<file path="config.mk">
export PLATFORM = sky130hd
export DESIGN_NAME = crc_zero_advance
export DESIGN_NICKNAME = d
export VERILOG_FILES = /design/src/rtl/crc_adv_pkg.sv /design/src/rtl/crc_clmul_mod.sv /design/src/rtl/crc_exp_reg.sv /design/src/rtl/crc_zero_advance.sv
export SDC_FILE = /design/constraint.sdc
export NUM_CORES = 1
export LEC_CHECK = 0
export BUFFER_PORTS_ARGS = -buffer_cell sky130_fd_sc_hd__buf_4
export CAP_MARGIN = 0
export CORE_ASPECT_RATIO = 1.75
export CORE_UTILIZATION = 40
export DETAILED_ROUTE_END_ITERATION = 7
export PLACE_DENSITY = 0.56
export SYNTH_ARGS = -nofsm -noshare
export SYNTH_HDL_FRONTEND = slang
export SYNTH_SLANG_ARGS = --single-unit
</file>
<file path="constraint.sdc">
create_clock -name clk -period 4.7 [get_ports clk]
set_input_delay 0.235 -clock clk [delete_from_list [all_inputs] [get_ports clk]]
set_output_delay 0.235 -clock clk [all_outputs]
set_load 0.05 [all_outputs]
</file>
<file path="src/rtl/crc_adv_pkg.sv">
package crc_adv_pkg;

    // Sequencer states of the zero-run advance unit
    typedef enum logic [2:0] {
        ST_IDLE,
        ST_STEP,
        ST_MULP,
        ST_SQR,
        ST_FIN,
        ST_DONE
    } adv_state_e;

    // Operand pair handed to the shared multiplier
    typedef struct packed {
        logic        go;
        logic [31:0] a;
        logic [31:0] b;
    } mul_req_t;

    // Worst-case cycle count from an accepted request to done
    function automatic int lat_max(input int crc_w, input int cnt_w);
        return (cnt_w + 3) * (2 * crc_w + 3) + crc_w + 4;
    endfunction

endpackage

</file>
<file path="src/rtl/crc_clmul_mod.sv">
module crc_clmul_mod #(
    parameter int          W    = 32,
    parameter logic [W-1:0] POLY = 32'h04C11DB7
) (
    input  logic         clk,
    input  logic         rst,
    input  logic         start_i,
    input  logic [W-1:0] a_i,
    input  logic [W-1:0] b_i,
    output logic [W-1:0] res_o,
    output logic         valid_o
);
    localparam int CW = $clog2(W + 1);

    logic [W-1:0]  acc_q, a_q, b_q;
    logic [CW-1:0] cnt_q;
    logic          busy_q;
    logic [W-1:0]  acc_sh;

    // one step: multiply partial product by x, reduce, add a when b bit set
    always_comb begin
        acc_sh = {acc_q[W-2:0], 1'b0} ^ (acc_q[W-1] ? POLY : '0);
        if (b_q[W-1]) acc_sh = acc_sh ^ a_q;
    end

    always_ff @(posedge clk) begin
        if (rst) begin
            acc_q   <= '0;
            a_q     <= '0;
            b_q     <= '0;
            cnt_q   <= '0;
            busy_q  <= 1'b0;
            valid_o <= 1'b0;
        end else if (start_i) begin
            acc_q   <= '0;
            a_q     <= a_i;
            b_q     <= b_i;
            cnt_q   <= CW'(W);
            busy_q  <= 1'b1;
            valid_o <= 1'b0;
        end else if (busy_q) begin
            acc_q <= acc_sh;
            b_q   <= {b_q[W-2:0], 1'b0};
            cnt_q <= cnt_q - 1'b1;
            if (cnt_q == CW'(1)) begin
                busy_q  <= 1'b0;
                valid_o <= 1'b1;
            end
        end else begin
            valid_o <= 1'b0;
        end
    end

    assign res_o = acc_q;


    mul_single_pulse_chk: assert property (@(posedge clk) disable iff (rst)
        valid_o |=> !valid_o);

endmodule

</file>
<file path="src/rtl/crc_exp_reg.sv">
module crc_exp_reg #(
    parameter int EW = 19
) (
    input  logic          clk,
    input  logic          rst,
    input  logic          load_i,
    input  logic [EW-1:0] val_i,
    input  logic          shift_i,
    output logic          lsb_o,
    output logic          rest_nz_o,
    output logic          nz_o
);
    logic [EW-1:0] e_q;

    always_ff @(posedge clk) begin
        if (rst)          e_q <= '0;
        else if (load_i)  e_q <= val_i;
        else if (shift_i) e_q <= {1'b0, e_q[EW-1:1]};
    end

    assign lsb_o     = e_q[0];
    assign rest_nz_o = |e_q[EW-1:1];
    assign nz_o      = |e_q;

endmodule

</file>
<file path="src/rtl/crc_zero_advance.sv">
module crc_zero_advance
    import crc_adv_pkg::*;
#(
    parameter int              CRC_W = 32,
    parameter int              CNT_W = 16,
    parameter logic [CRC_W-1:0] POLY = 32'h04C11DB7
) (
    input  logic             clk,
    input  logic             rst,
    input  logic             start_i,
    input  logic [CRC_W-1:0] crc_i,
    input  logic [CNT_W-1:0] nbytes_i,
    output logic [CRC_W-1:0] crc_o,
    output logic             done_o
);
    localparam int EW   = CNT_W + 3;
    localparam int LMAX = lat_max(CRC_W, CNT_W);
    localparam int LW   = $clog2(LMAX + 2) + 1;

    adv_state_e       state_q;
    logic [CRC_W-1:0] prod_q, sq_q, crc_q;
    logic             accept;
    logic             e_lsb, e_rest, e_nz, e_shift;
    logic             m_go, m_valid;
    logic [CRC_W-1:0] m_a, m_b, m_res;

    assign accept = start_i && (state_q == ST_IDLE || state_q == ST_DONE);

    crc_exp_reg #(.EW(EW)) exp_i (
        .clk      (clk),
        .rst      (rst),
        .load_i   (accept && (nbytes_i != '0)),
        .val_i    ({nbytes_i, 3'b000}),
        .shift_i  (e_shift),
        .lsb_o    (e_lsb),
        .rest_nz_o(e_rest),
        .nz_o     (e_nz)
    );

    crc_clmul_mod #(.W(CRC_W), .POLY(POLY)) mul_i (
        .clk    (clk),
        .rst    (rst),
        .start_i(m_go),
        .a_i    (m_a),
        .b_i    (m_b),
        .res_o  (m_res),
        .valid_o(m_valid)
    );

    // operand selection for the shared multiplier
    always_comb begin
        m_go    = 1'b0;
        m_a     = sq_q;
        m_b     = sq_q;
        e_shift = 1'b0;
        unique case (state_q)
            ST_STEP: begin
                m_go = 1'b1;
                if (!e_nz) begin
                    m_a = crc_q;
                    m_b = prod_q;
                end else if (e_lsb) begin
                    m_a = prod_q;
                    m_b = sq_q;
                end
            end
            ST_MULP: begin
                if (m_valid && e_rest) m_go = 1'b1;
                if (m_valid && !e_rest) e_shift = 1'b1;
            end
            ST_SQR:  e_shift = m_valid;
            default: ;
        endcase
    end

    always_ff @(posedge clk) begin
        if (rst) begin
            state_q <= ST_IDLE;
            prod_q  <= '0;
            sq_q    <= '0;
            crc_q   <= '0;
            crc_o   <= '0;
            done_o  <= 1'b0;
        end else begin
            unique case (state_q)
                ST_IDLE, ST_DONE: begin
                    if (accept) begin
                        if (nbytes_i == '0) begin
                            crc_o   <= crc_i;
                            done_o  <= 1'b1;
                            state_q <= ST_DONE;
                        end else begin
                            prod_q  <= CRC_W'(1);
                            sq_q    <= CRC_W'(2);
                            crc_q   <= crc_i;
                            done_o  <= 1'b0;
                            state_q <= ST_STEP;
                        end
                    end
                end
                ST_STEP: begin
                    if (!e_nz)      state_q <= ST_FIN;
                    else if (e_lsb) state_q <= ST_MULP;
                    else            state_q <= ST_SQR;
                end
                ST_MULP: begin
                    if (m_valid) begin
                        prod_q  <= m_res;
                        state_q <= e_rest ? ST_SQR : ST_STEP;
                    end
                end
                ST_SQR: begin
                    if (m_valid) begin
                        sq_q    <= m_res;
                        state_q <= ST_STEP;
                    end
                end
                ST_FIN: begin
                    if (m_valid) begin
                        crc_o   <= m_res;
                        done_o  <= 1'b1;
                        state_q <= ST_DONE;
                    end
                end
                default: state_q <= ST_IDLE;
            endcase
        end
    end

    // latency watch used by the bound check below
    logic [LW-1:0] lat_q;
    always_ff @(posedge clk) begin
        if (rst || accept) lat_q <= '0;
        else if (state_q != ST_IDLE && state_q != ST_DONE) lat_q <= lat_q + 1'b1;
    end


    done_hold_chk: assert property (@(posedge clk) disable iff (rst)
        (done_o && !start_i) |=> (done_o && $stable(crc_o)));


    done_clear_chk: assert property (@(posedge clk) disable iff (rst)
        (accept && nbytes_i != '0) |=> !done_o);


    zero_len_chk: assert property (@(posedge clk) disable iff (rst)
        (accept && nbytes_i == '0) |=> (done_o && crc_o == $past(crc_i)));


    latency_bound_chk: assert property (@(posedge clk) disable iff (rst)
        lat_q <= LW'(LMAX));

endmodule

</file>
==> flow_summary.yaml <==
status:
  status: "finished, final reports clean"
global_route:
  grt_max_degree: 120
  gr-total-overflow: 0
  grt_pass1_wl_um: 50500
  gr-usage-all-layers_pct: 21.6
  antenna_found_initial: 0
  first_global_vias: 9642
logic_synthesis:
  ys_seq_area_share_pct: 44.3
  synth_fa_ha_area_share_pct: 0.217
  ys_warn_count: 0
  synth-xor-area-share_pct: 3.73
  muxShareOfSynthArea_pct: 7.06
  ys_types: 46
  synth-async-reset-ratio_pct: 0
  synth_cells: 1369
  syn_area_per_cell_um2: 8.42
  synth_top_area_share_pct: 44.3
  synth_top_family_by_area: "simple AND/OR/NAND/NOR gates"
  synth_top_cells_by_count: "265 x nand2_1, 255 x dfxtp_1, 112 x nor2_1"
  synth_compound_area_share_pct: 18.3
  synth_nets: 1422
  synth_top_area_cell: "dfxtp_1"
  syn_area_um2: 11500
  synth_most_common_cell: "nand2_1"
  yosys.area_share.simple_pct: 21.6
  synth_area_leaders: "dfxtp_1 44%, nand2_1 8.6%, mux2i_1 6.9%"
  synth_edf_count: 0
  ys_seq_elements: 255
  synth_top_flop_cell: "dfxtp_1"
timing:
  timing.final.crit_period_ps: 3120
  worstMarginPinSlew_ps: 1160
  setup_viol: 0
  fin_setup_tns_ps: 0
  post-route-period-util_pct: 66.4
  clock-skew-final_ps: 10.9
  hold_slack_ps: 14.3
  relSlewSlack_pct: 21.9
  final-hold-violation-count: 0
  fmax_mhz: 320
  slew_violations: 0
  rsz0062_at_grt: "false"
final_layout:
  multi_input_area_um2: 5920
  fillers: 2882
  area_growth_pct: 17.0
  post-route-util_pct: 47.9
  nets: 1469
  ff_latch_area_um2: 5110
  diodes: 0
  post_route_cells_drive_above_1_share_pct: 11.7
  design_area_um2: 13500
  layout.cells.non_filler: 1805
routing:
  wire_per_inst_um: 17.4
  first_pass_iters: 5
  post-route-drc-count: 0
  vias_per_cell: 5.44
  vias: 9821
  wirelength_um: 31400
  final_antenna_net_count: 0
  initialDrtViolationCount: 601
power_and_ir_drop:
  vdd_ir_drop_max_uv: 327
  combPwrFrac_pct: 36.3
  cellPowerDensity_nw_per_um2: 601
  power_frac_seq_pct: 38.5
  p_int_mw: 4.97
  swShare_pct: 38.7
  clkPwrFrac_pct: 25.2
  leakage_nw: 4.57
  p_sw_mw: 3.13
clocking:
  cts_resized: 0
  h-tree-depth: 1
  cts_tree: "done"
  ctsHoldBuffers: 37
  worstSkewPairLatency_ps: 530
  clk_path_buf_depth: 3
  postCtsSetupBuffers: 0
  cts.sinks: 255
  path_clk_slew_ps: 60
  cts-buffers-inserted: 25
  root_buffer: "clkbuf_16"
critical_path:
  worstPathArrival_ps: 3490
  critical_path.max_fanout: 42
  cp-start-kind: "register"
  path_class: "register to register"
  cp-end-kind: "register"
  cp.required_ps: 5060
placement:
  placed_area_um2: 12300
  dp_hpwl_um: 18500
  portBuffers: 83
  placed_cells: 1725
  gp_congestion: 0.755
floorplanning:
  die_h_um: 227
  coreArea_um2: 28200
  start_util_pct: 40.9
  die_x_um: 130
  pin_count: 84
  dieArea_um2: 29500
  num_rows: 81
min_path:
  hp-class: "input port to register"
flow_run:
  max_cap_viol_count: 0
through the flow:
stage,total power [mW],setup slack (ps)
2_1_floorplan,5.32,2790
6_report,8.10,1580
4_1_cts,8.18,1610
5_1_grt,8.60,1320
3_3_place_gp,6.07,1710
3_5_place_dp,6.11,1620
path summary, 6_finish.rpt:
kind | start | endpoint | slack, ps | depth (start not counted)
worst max register to register | state_q[0] | mul_i.a_q[12] | 1580 | 6
worst max-delay path | state_q[0] | mul_i.a_q[12] | 1580 | 6
worst min register to register | crc_q[25] | crc_q[25] | 460 | 2
worst min-delay path | nbytes_i[5] | exp_i.e_q[8] | 10 | 3
power groups by stage:
stage	Clock, mW	Sequential, mW	Combinational, mW
3_5_place_dp	0	3.17	2.94
3_3_place_gp	0	3.17	2.90
4_1_cts	2.08	3.13	2.97
5_1_grt	2.17	3.20	3.24
2_1_floorplan	0	3.30	2.03
6_report	2.04	3.12	2.94
layout by cell type (no fill, tap or decap), drive strengths merged, types with 22 or more instances in the layout:
master       Yosys  final
a211oi          85     85
a21boi          32     32
a21oi           83     83
a311oi          66     66
and2            31     31
buf             36    103
clkbuf          84     35
dfxtp          255    255
dlygate4sd3      0     37
mux2i           79     79
nand2          265    265
nand2b          33     33
nand3           76     76
nor2           112    112
nor3            22     22
xor2            34     34
area by class of cell:
cell class                      count  area share (%)
Clock buffer                       35            5.36
Clock inverter                      8           0.668
Inverter                            8           0.223
Multi-Input combinational cell    986            43.9
Sequential cell                   255            37.9
Tap cell                          373            3.46
Timing Repair Buffer              140            8.51
sequential cells by signal, indices dropped and copies added (netlist names):
register / flops
crc_o: 32
crc_q: 32
done_o: 1
exp_i.e_q: 19
mul_i.a_q: 32
mul_i.b_q: 32
mul_i.busy_q: 1
mul_i.cnt_q: 6
mul_i.res_o: 32
mul_i.valid_o: 1
prod_q: 32
sq_q: 32
state_q: 3
critical path: stages (launching register included):
cell and delay, ps:
dfxtp_1 640, nor3b_1 500, nor2b_1 260, nand3_2 760, buf_4 550, nand3_1 120, a311oi_1 100
cell families after synthesis:
family	Yosys count
AOI/OAI and AO/OA	292
xor gates and xnor gates	49
adders and majority gates	2
buffers and inverters	128
DFF	255
muxes	81
and+or+nand+nor	562
metal layers:
metal  vias to the layer above  GRT usage [%]  part of all wire, %
li1                       4878              -                    -
met1                      4745           25.9                   43
met2                       148           39.2                   52
met3                        50           2.03                  2.7
met4                         0           7.88                  2.7
met5                         -              0                    0
Note: power is estimated with default switching activity, not from simulation.
